==> src/rtl/dacl_pkg.sv <==
package dacl_pkg;

    // Timing monitor result; packed so that setup sits in bit 0.
    typedef struct packed {
        logic width;
        logic hold;
        logic setup;
    } tflag_t;

endpackage

==> src/rtl/dacl_front.sv <==
module dacl_front #(
    parameter int DW = 12
) (
    input  logic          clk,
    input  logic          rst,
    input  logic          wr_n,
    input  logic          sel_a_n,
    input  logic          sel_b_n,
    input  logic [DW-1:0] bus_data,
    output logic          wr_lvl,
    output logic          rise,
    output logic [1:0]    load,
    output logic [DW-1:0] data_s,
    output logic          data_chg
);

    typedef struct packed {
        logic          wr;
        logic          wr_prev;
        logic          sa_n;
        logic          sb_n;
        logic [DW-1:0] data;
        logic [DW-1:0] data_prev;
    } front_t;

    front_t st_d, st_q;

    always_comb begin
        st_d           = st_q;
        st_d.wr        = wr_n;
        st_d.wr_prev   = st_q.wr;
        st_d.sa_n      = sel_a_n;
        st_d.sb_n      = sel_b_n;
        st_d.data      = bus_data;
        st_d.data_prev = st_q.data;
    end

    always_ff @(posedge clk) begin
        if (rst) begin
            st_q.wr        <= 1'b1;
            st_q.wr_prev   <= 1'b1;
            st_q.sa_n      <= 1'b1;
            st_q.sb_n      <= 1'b1;
            st_q.data      <= '0;
            st_q.data_prev <= '0;
        end else begin
            st_q <= st_d;
        end
    end

    assign wr_lvl   = st_q.wr;
    assign rise     = st_q.wr & ~st_q.wr_prev;
    assign load[0]  = rise & ~st_q.sa_n;
    assign load[1]  = rise & ~st_q.sb_n;
    assign data_s   = st_q.data;
    assign data_chg = (st_q.data != st_q.data_prev);

    AST_RISE_NEEDS_HIGH: assert property (@(posedge clk) disable iff (rst)
        rise |-> wr_lvl && $past(!wr_lvl));

endmodule

==> src/rtl/dacl_timing_mon.sv <==
module dacl_timing_mon
    import dacl_pkg::*;
#(
    parameter int SETUP_CYC   = 16,
    parameter int HOLD_CYC    = 2,
    parameter int MIN_LOW_CYC = 16
) (
    input  logic   clk,
    input  logic   rst,
    input  logic   wr_lvl,
    input  logic   rise,
    input  logic   data_chg,
    output tflag_t flags
);

    localparam int AW = $clog2(SETUP_CYC + 1);
    localparam int LW = $clog2(MIN_LOW_CYC + 1);
    localparam int HW = $clog2(HOLD_CYC + 1);
    localparam logic [AW-1:0] AGE_MAX  = AW'(SETUP_CYC);
    localparam logic [LW-1:0] LOW_MAX  = LW'(MIN_LOW_CYC);
    localparam logic [HW-1:0] HOLD_MAX = HW'(HOLD_CYC);

    typedef struct packed {
        logic [AW-1:0] age;
        logic [LW-1:0] low;
        logic [HW-1:0] hold;
        tflag_t        fl;
    } mon_t;

    mon_t st_d, st_q;

    always_comb begin
        st_d = st_q;

        // stable-sample age of the bus, saturating
        if (data_chg)
            st_d.age = '0;
        else if (st_q.age != AGE_MAX)
            st_d.age = st_q.age + 1'b1;

        // consecutive low samples of the strobe, saturating
        if (wr_lvl)
            st_d.low = '0;
        else if (st_q.low != LOW_MAX)
            st_d.low = st_q.low + 1'b1;

        // hold window after an edge
        if (rise)
            st_d.hold = HOLD_MAX;
        else if (st_q.hold != '0)
            st_d.hold = st_q.hold - 1'b1;

        st_d.fl.setup = rise && (data_chg || (st_q.age < AGE_MAX));
        st_d.fl.width = rise && (st_q.low < LOW_MAX);
        st_d.fl.hold  = (st_q.hold != '0) && data_chg;
    end

    always_ff @(posedge clk) begin
        if (rst) begin
            st_q <= '0;
        end else begin
            st_q <= st_d;
        end
    end

    assign flags = st_q.fl;

    AST_SETUP_ON_EDGE: assert property (@(posedge clk) disable iff (rst)
        flags.setup |-> $past(rise));
    AST_WIDTH_ON_EDGE: assert property (@(posedge clk) disable iff (rst)
        flags.width |-> $past(rise));
    AST_HOLD_ON_CHANGE: assert property (@(posedge clk) disable iff (rst)
        flags.hold |-> $past(data_chg) && !$past(rise));

endmodule

==> src/rtl/dacl_channel.sv <==
module dacl_channel #(
    parameter int DW       = 12,
    parameter int SEG_BITS = 2
) (
    input  logic                        clk,
    input  logic                        rst,
    input  logic                        load,
    input  logic [DW-1:0]               din,
    output logic [DW-1:0]               word,
    output logic [(1<<SEG_BITS)-2:0]    seg,
    output logic [DW-SEG_BITS-1:0]      lad
);

    localparam int NSEG = (1 << SEG_BITS) - 1;
    localparam int LDW  = DW - SEG_BITS;

    typedef struct packed {
        logic [DW-1:0]   word;
        logic [NSEG-1:0] seg;
        logic [LDW-1:0]  lad;
    } ch_t;

    ch_t st_d, st_q;

    function automatic logic [NSEG-1:0] to_therm(input logic [SEG_BITS-1:0] code);
        logic [NSEG-1:0] t;
        for (int i = 0; i < NSEG; i++)
            t[i] = (int'(code) > i);
        return t;
    endfunction

    always_comb begin
        st_d      = st_q;
        if (load)
            st_d.word = din;
        st_d.seg  = to_therm(st_d.word[DW-1 -: SEG_BITS]);
        st_d.lad  = st_d.word[LDW-1:0];
    end

    always_ff @(posedge clk) begin
        if (rst) begin
            st_q <= '0;
        end else begin
            st_q <= st_d;
        end
    end

    assign word = st_q.word;
    assign seg  = st_q.seg;
    assign lad  = st_q.lad;

    AST_LOAD_CAPTURE: assert property (@(posedge clk) disable iff (rst)
        load |=> word == $past(din));
    AST_IDLE_STABLE: assert property (@(posedge clk) disable iff (rst)
        !load |=> $stable(word));
    AST_SEG_THERMO: assert property (@(posedge clk) disable iff (rst)
        $onehot({1'b0, seg} + 1'b1));
    AST_RESET_CLEAR: assert property (@(posedge clk)
        rst |=> (word == '0) && (seg == '0) && (lad == '0));

endmodule

==> src/rtl/dual_dac_loader.sv <==
module dual_dac_loader
    import dacl_pkg::*;
#(
    parameter int DW          = 12,
    parameter int SEG_BITS    = 2,
    parameter int SETUP_CYC   = 16,
    parameter int HOLD_CYC    = 2,
    parameter int MIN_LOW_CYC = 16
) (
    input  logic                      clk,
    input  logic                      rst,
    input  logic                      wr_n,
    input  logic                      sel_a_n,
    input  logic                      sel_b_n,
    input  logic [DW-1:0]             bus_data,
    output logic [DW-1:0]             word_a,
    output logic [(1<<SEG_BITS)-2:0]  seg_a,
    output logic [DW-SEG_BITS-1:0]    lad_a,
    output logic [DW-1:0]             word_b,
    output logic [(1<<SEG_BITS)-2:0]  seg_b,
    output logic [DW-SEG_BITS-1:0]    lad_b,
    output logic [2:0]                timing_flags
);

    localparam int NCH  = 2;
    localparam int NSEG = (1 << SEG_BITS) - 1;
    localparam int LDW  = DW - SEG_BITS;

    logic            wr_lvl, rise, data_chg;
    logic [NCH-1:0]  load;
    logic [DW-1:0]   data_s;
    tflag_t          flags;
    logic [DW-1:0]   word_arr [NCH];
    logic [NSEG-1:0] seg_arr  [NCH];
    logic [LDW-1:0]  lad_arr  [NCH];

    dacl_front #(.DW(DW)) i_front (
        .clk      (clk),
        .rst      (rst),
        .wr_n     (wr_n),
        .sel_a_n  (sel_a_n),
        .sel_b_n  (sel_b_n),
        .bus_data (bus_data),
        .wr_lvl   (wr_lvl),
        .rise     (rise),
        .load     (load),
        .data_s   (data_s),
        .data_chg (data_chg)
    );

    dacl_timing_mon #(
        .SETUP_CYC   (SETUP_CYC),
        .HOLD_CYC    (HOLD_CYC),
        .MIN_LOW_CYC (MIN_LOW_CYC)
    ) i_mon (
        .clk      (clk),
        .rst      (rst),
        .wr_lvl   (wr_lvl),
        .rise     (rise),
        .data_chg (data_chg),
        .flags    (flags)
    );

    for (genvar c = 0; c < NCH; c++) begin : g_ch
        dacl_channel #(.DW(DW), .SEG_BITS(SEG_BITS)) i_ch (
            .clk  (clk),
            .rst  (rst),
            .load (load[c]),
            .din  (data_s),
            .word (word_arr[c]),
            .seg  (seg_arr[c]),
            .lad  (lad_arr[c])
        );
    end

    assign word_a       = word_arr[0];
    assign seg_a        = seg_arr[0];
    assign lad_a        = lad_arr[0];
    assign word_b       = word_arr[1];
    assign seg_b        = seg_arr[1];
    assign lad_b        = lad_arr[1];
    assign timing_flags = flags;

    AST_BOTH_SAME: assert property (@(posedge clk) disable iff (rst)
        (load == 2'b11) |=> word_a == word_b);
    AST_UNSELECTED_KEEPS: assert property (@(posedge clk) disable iff (rst)
        (rise && !load[1]) |=> $stable(word_b));
    AST_FLAGGED_STILL_LOADS: assert property (@(posedge clk) disable iff (rst)
        (load[0] && data_chg) |=> word_a == $past(data_s));

endmodule

==> config.mk <==
export PLATFORM = sky130hd
export DESIGN_NAME = dual_dac_loader
export DESIGN_NICKNAME = d
export VERILOG_FILES = /design/src/rtl/dacl_pkg.sv /design/src/rtl/dacl_front.sv /design/src/rtl/dacl_timing_mon.sv /design/src/rtl/dacl_channel.sv /design/src/rtl/dual_dac_loader.sv
export SDC_FILE = /design/constraint.sdc
export NUM_CORES = 1
export LEC_CHECK = 0
export BUFFER_PORTS_ARGS = -buffer_cell sky130_fd_sc_hd__buf_4
export CAP_MARGIN = 20
export CORE_ASPECT_RATIO = 1.75
export CORE_MARGIN = 3
export CORE_UTILIZATION = 55
export DETAILED_ROUTE_END_ITERATION = 7
export HOLD_SLACK_MARGIN = 0.06
export PLACE_DENSITY = 0.88
export SETUP_SLACK_MARGIN = 0.5
export SLEW_MARGIN = 20
export SYNTH_ARGS = -nofsm -noshare
export SYNTH_HDL_FRONTEND = slang
export SYNTH_HIERARCHICAL = 1
export SYNTH_SLANG_ARGS = --single-unit
==> constraint.sdc <==
create_clock -name clk -period 2.3 [get_ports clk]
set_input_delay 0.46 -clock clk [delete_from_list [all_inputs] [get_ports clk]]
set_output_delay 0.46 -clock clk [all_outputs]
set_load 0.01 [all_outputs]
==> reports/results.ini, run 1 <==
[sta]
finalSetupTns_ns = 0
fmax_mhz = 650
setup_ws_ns = 0.761
hold-worst-slack_ns = 0.318
hold_viol = 0
final-setup-viol-count = 0
period_share = 0.669
fin_crit_ns = 1.54
rsz0062_at_grt = false
worst_pin_slew_ns = 0.629
slew_headroom = 0.581
worst_clock_skew_ns = 0.00656
slew_viol_final = 0

[detailed_routing]
num_vias = 1796
ant_nets = 0
vias_per_cell = 4.99
drtPass1Iterations = 4
wl_um = 4680
routedWlPerCell_um = 13.0
drt_iter0_markers = 32
drc = 0

[cts]
clk_latency_ns = 0.33
cts_tree = yes
cts_buffer_depth = 2
cts_buffers = 9
post-cts-setup-buffers = 0
cts_resized = 0
clkTransAtPathRegs_ns = 0.07
cts_max_level = 3
cts_hold_buffers = 0
cts.sinks = 71
clock-root-buffer = clkbuf_8

[finish]
stdcell_count = 360
layout.nets = 326
multi_input_area_um2 = 1010
final_area_um2 = 3220
areaGrowthSynthToFinish_pct = 14.1
fill_cells = 412
finalCoreUtilization = 0.666
layout_common_cells = 71 x buf_4, 71 x dfxtp_1, 31 x nor2_1, 26 x mux2i_1, 18 x nor2b_1
drive_gt1_frac = 0.295
regArea_um2 = 1420
antenna_cells = 0

[placed_design]
port_buffers = 69
place_congestion = 0.735
dp_hpwl_um = 3250
place_ws_ns = 0.707
place_inst = 346
place_area_um2 = 3060

[worst_setup_path]
required_ns = 2.54
critPathKind = register to register
crit_path_end_kind = register
crit_fanout = 6
arrival_ns = 1.78
reg2reg_from = i_front/data_s[1]
start_kind = register
critPathLaunch = i_front/data_s[1]

[die]
die_area_um2 = 6060
row_count = 33
initial_utilization = 0.584
dieHeight_um = 101
die_w_um = 60.2
io_pins = 70
core_area_um2 = 4830

[synth]
yosys.area_share.adder = 0.0177
synth_top_cell_area_share = 0.504
synth_top_cell_by_area = dfxtp_1
synth_nets = 290
synth_area_um2 = 2820
synth_xor_area_frac = 0.0621
synth_area_leaders = dfxtp_1 50%, buf_4 9.8%, mux2i_1 9.2%
synth-seq-area-share = 0.504
yosys.area_share.simple = 0.173
synth_mux_area_frac = 0.0922
ys_seq_elements = 71
synth_top_family_by_area = simple AND/OR/NAND/NOR gates
synth_compound_area_frac = 0.0124
syn_avg_cell_area_um2 = 10.5
syn_inst = 269
ys_warn_count = 6
synth_cell_types = 26

[global_route]
grt_antenna_before_repair = 0
grt-ovfl-total = 0
grt_max_degree = 70
grt_pass1_vias = 1688
grt_pass1_wl_um = 7400
track_usage = 0.166

[power]
vdd_drop_max_uv = 880
p_comb_frac = 0.048
swShare = 0.212
power_density_nw_per_um2 = 691
clockPowerShare = 0.375
p_int_mw = 1.75
finalPower_mw = 2.23
p_seq_frac = 0.577
p_leak_nw = 1.40
power_switching_uw = 471

[hold_path]
worstHoldStart = sel_a_n
hold_class = input pin to register

[run]
drv_cap = 0

[run_status]
status = finished clean

## worst max-delay path, cell delays in order, from the launching register on
cell and delay, ns:
dfxtp_1 0.34, xor2_1 0.17, nor4_1 0.37, nand3_1 0.27, nor4_1 0.30
## worst paths after layout
path | end | slack, ns | cells after the start
worst min register to register | i_mon/st_q[3] | 0.45 | 1
worst max-delay path | i_mon/st_q[12] | 0.76 | 4
worst min-delay path | i_front/st_q[25] | 0.32 | 2
worst max register to register | i_mon/st_q[12] | 0.76 | 4
## state kept, by name (all words and copies together), names as in the netlist
| register | count |
|---|---|
| i_mon/st_q | 12 |
| i_front/data_s | 12 |
| g_ch.i_ch/word | 24 |
| i_front/wr_lvl | 1 |
| i_front/st_q | 15 |
| i_mon/flags | 3 |
| g_ch.i_ch/seg | 4 |
## routing by layer
metal,GRT usage,share of wire
met5,0,0
met4,0.121,0.028
met3,0.0385,0.050
met2,0.276,0.51
met1,0.177,0.41
## final cells by class
class,count,share of cell area
Clock buffer,13,0.0494
Clock inverter,1,0.00155
Inverter,6,0.00700
Multi-Input combinational cell,146,0.315
Sequential cell,71,0.442
Tap cell,52,0.0202
Timing Repair Buffer,71,0.166
## power by group through the flow
stage / clock (mW) / sequential [mW] / combinational [mW]
5_1_grt: 0.910 / 1.29 / 0.120
3_3_place_gp: 0 / 1.31 / 0.106
4_1_cts: 0.860 / 1.28 / 0.108
2_1_floorplan: 0 / 1.30 / 0.0887
6_report: 0.835 / 1.28 / 0.107
3_5_place_dp: 0 / 1.31 / 0.108
## cell families (layout without fill, tap and decap cells)
group           after synthesis  count (layout)
fa+ha+maj                     4               4
buf+inv                      52              91
mux                          26              26
compound gates                6               6
flops                        71              71
simple gates                 90              90
xor+xnor                     20              20
## Yosys cell counts
master / number
xnor2_1: 4
buf_4: 37
or2_2: 4
nor4_1: 4
nand2b_1: 2
a21oi_1: 4
nand3_1: 7
and2b_1: 6
and4bb_4: 1
nor4b_1: 1
ha_1: 4
clkbuf_1: 1
inv_1: 6
dfxtp_1: 71
a211oi_1: 2
nor3_1: 10
xor2_1: 16
and4bb_2: 1
buf_6: 3
nand3b_1: 2
mux2i_1: 26
nor2_1: 33
or3_1: 1
buf_2: 3
buf_12: 2
nor2b_1: 18
(Power assumes the default switching activity.)
==> run 2: changes to the inputs <==
CORE_UTILIZATION = 47   (was 55)
PLACE_DENSITY = 0.81   (was 0.88)
clock period = 1.2 ns   (was 2.3 ns; I/O delays follow)
==> reports/results.ini, run 2 (same netlist as run 1, synthesis figures left out) <==
[power]
clockPowerShare = 0.378  ; was 0.375
swShare = 0.216  ; was 0.212
p_seq_frac = 0.543  ; was 0.577
power_density_nw_per_um2 = 1080  ; was 691 nW/um^2
p_int_mw = 3.52  ; was 1.75 mW
power_switching_uw = 967  ; was 471 uW
finalPower_mw = 4.49  ; was 2.23 mW
p_leak_nw = 1.74  ; was 1.40 nW
vdd_drop_max_uv = 786  ; was 880 uV
p_comb_frac = 0.079  ; was 0.048

[finish]
largest_reg_flops = 24  ; unchanged
drive_gt1_frac = 0.606  ; was 0.295
layout_common_cells = 73 x buf_6, 38 x dfxtp_2, 32 x buf_4, 31 x nor2_1, 22 x dfxtp_1  ; was 71 x buf_4, 71 x dfxtp_1, 31 x nor2_1, 26 x mux2i_1, 18 x nor2b_1
fill_cells = 388  ; was 412
final_area_um2 = 4150  ; was 3220 um^2
mostFrequentLayoutCell = buf_6
layout.nets = 364  ; was 326
antenna_cells = 0  ; unchanged
areaGrowthSynthToFinish_pct = 47.1  ; was 14.1%
stdcell_count = 424  ; was 360

[detailed_routing]
ant_nets = 0  ; unchanged
num_vias = 2030  ; was 1,796
vias_per_cell = 4.79  ; was 4.99
drtPass1Iterations = 4  ; unchanged
drc = 0  ; unchanged
drt_iter0_markers = 93  ; was 32
wl_um = 6440  ; was 4680 um
routedWlPerCell_um = 15.2  ; was 13.0 um

[cts]
clk_latency_ns = 0.34  ; was 0.33 ns
cts_buffer_depth = 2  ; unchanged
cts_max_level = 3  ; unchanged
cts_buffers = 9  ; unchanged
cts_tree = yes  ; unchanged
cts.sinks = 71  ; unchanged
cts_hold_buffers = 0  ; unchanged
clock-root-buffer = clkbuf_8  ; unchanged
clkTransAtPathRegs_ns = 0.06  ; was 0.07 ns

[worst_setup_path]
rrSetupSlack_ns = -0.17  ; was 0.76 ns
crit_path_end_kind = register  ; unchanged
crit_fanout = 4  ; was 6
start_kind = register  ; unchanged
required_ns = 1.46  ; was 2.54 ns
arrival_ns = 1.63  ; was 1.78 ns
critPathKind = register to register  ; unchanged

[die]
initial_utilization = 0.497  ; was 0.584
core_area_um2 = 5680  ; was 4830 um^2
die_area_um2 = 7010  ; was 6060 um^2
row_count = 36  ; was 33
die_w_um = 64.6  ; was 60.2 um
dieHeight_um = 109  ; was 101 um
io_pins = 70  ; unchanged

[global_route]
track_usage = 0.195  ; was 0.166
grt-ovfl-total = 0  ; unchanged
grt_pass1_vias = 2110  ; was 1,688
grt_max_degree = 50  ; was 70
grt_pass1_wl_um = 10100  ; was 7400 um
grt_antenna_before_repair = 0  ; unchanged

[sta]
slew_headroom = 0.767  ; was 0.581
worst_clock_skew_ns = 0.0103  ; was 0.00656 ns
period_share = 1.14  ; was 0.669
rsz0062_at_grt = true  ; was false
worst_pin_slew_ns = 0.346  ; was 0.629 ns
hold_viol = 0  ; unchanged
setup_ws_ns = -0.173  ; was 0.761 ns
slew_viol_final = 0  ; unchanged
final-setup-viol-count = 26  ; was 0
fin_crit_ns = 1.37  ; was 1.54 ns
hold-worst-slack_ns = 0.0965  ; was 0.318 ns
fmax_mhz = 728  ; was 650 MHz

[run]
drv_cap = 0  ; unchanged

[hold_path]
hold_class = input pin to register  ; unchanged

[placed_design]
dp_hpwl_um = 3820  ; was 3250 um
place_congestion = 0.765  ; was 0.735
place_area_um2 = 3340  ; was 3060 um^2
place_ws_ns = -0.231  ; was 0.707 ns
port_buffers = 69  ; unchanged
place_inst = 393  ; was 346

[run_status]
failed_checks = negative setup slack
status = finished with violations  ; was finished clean

-- run 2: cell types whose count changed in the layout (fill, tap and decap cells not counted), sizes merged --
cell    before  now
clkbuf      13   18
buf         71  107
clkinv       1    0
-- run 2: worst max-delay path, stage by stage (launching register included) --
cell	delay [ns]
dfxtp_1	0.31
xor2_1	0.16
nor4_2	0.38
nand3_2	0.18
buf_6	0.18
nor3_4	0.09
-- run 2: per-stage QoR --
step	utilization	setup TNS (ns)
finish	0.731	-1.52
global route	0.731	-3.08
CTS	0.703	-1.40
detailed placement	0.589	-1.89
global placement	0.589	-1.04
floorplan	-	-0.0565
-- run 2: routing by layer --
layer / global-route usage / vias to the layer above / wire length [um] / share of wire
met2: 0.356 / 58 / 3710 / 0.58
met1: 0.201 / 973 / 2310 / 0.36
met5: 0 / - / 0 / 0
li1: - / 987 / - / -
met3: 0.0499 / 12 / 261 / 0.041
met4: 0.101 / 0 / 164 / 0.025
-- run 2: final timing paths --
path / cells past startpoint / to / from
worst min-delay path: 2 / i_front/st_q[24] / sel_b_n
worst max register to register: 5 / i_mon/st_q[11] / i_front/st_q[6]
worst min register to register: 1 / i_mon/flags[2] / i_mon/st_q[9]
worst max-delay path: 5 / i_mon/st_q[11] / i_front/st_q[6]
-- run 2: what timing repair did --
action                                  4_1_cts  5_1_grt
buffers inserted                              8        5
endpoints found under the setup margin      107      108
cloned                                        2        0
pin swaps                                    13       12
gates resized for setup                     103       39
-- run 2: final cells by class --
cell class,instances,area [um^2],share of cell area
tap,76,95.1,0.0229
clock buffer,16,180,0.0434
inverter,6,25.0,0.00603
multi-input combinational,146,1190,0.286
sequential,71,1510,0.364
timing repair buffer,109,1150,0.278
-- run 2: power by group through the flow --
stage                     clock network, mW  registers, mW  logic, mW
final                                  1.69           2.44      0.356
after global routing                   1.87           2.44      0.383
after CTS                              1.76           2.45      0.325
after detailed placement                  0           2.50      0.278
after global placement                    0           2.49      0.271
after floorplan                           0           2.49      0.177
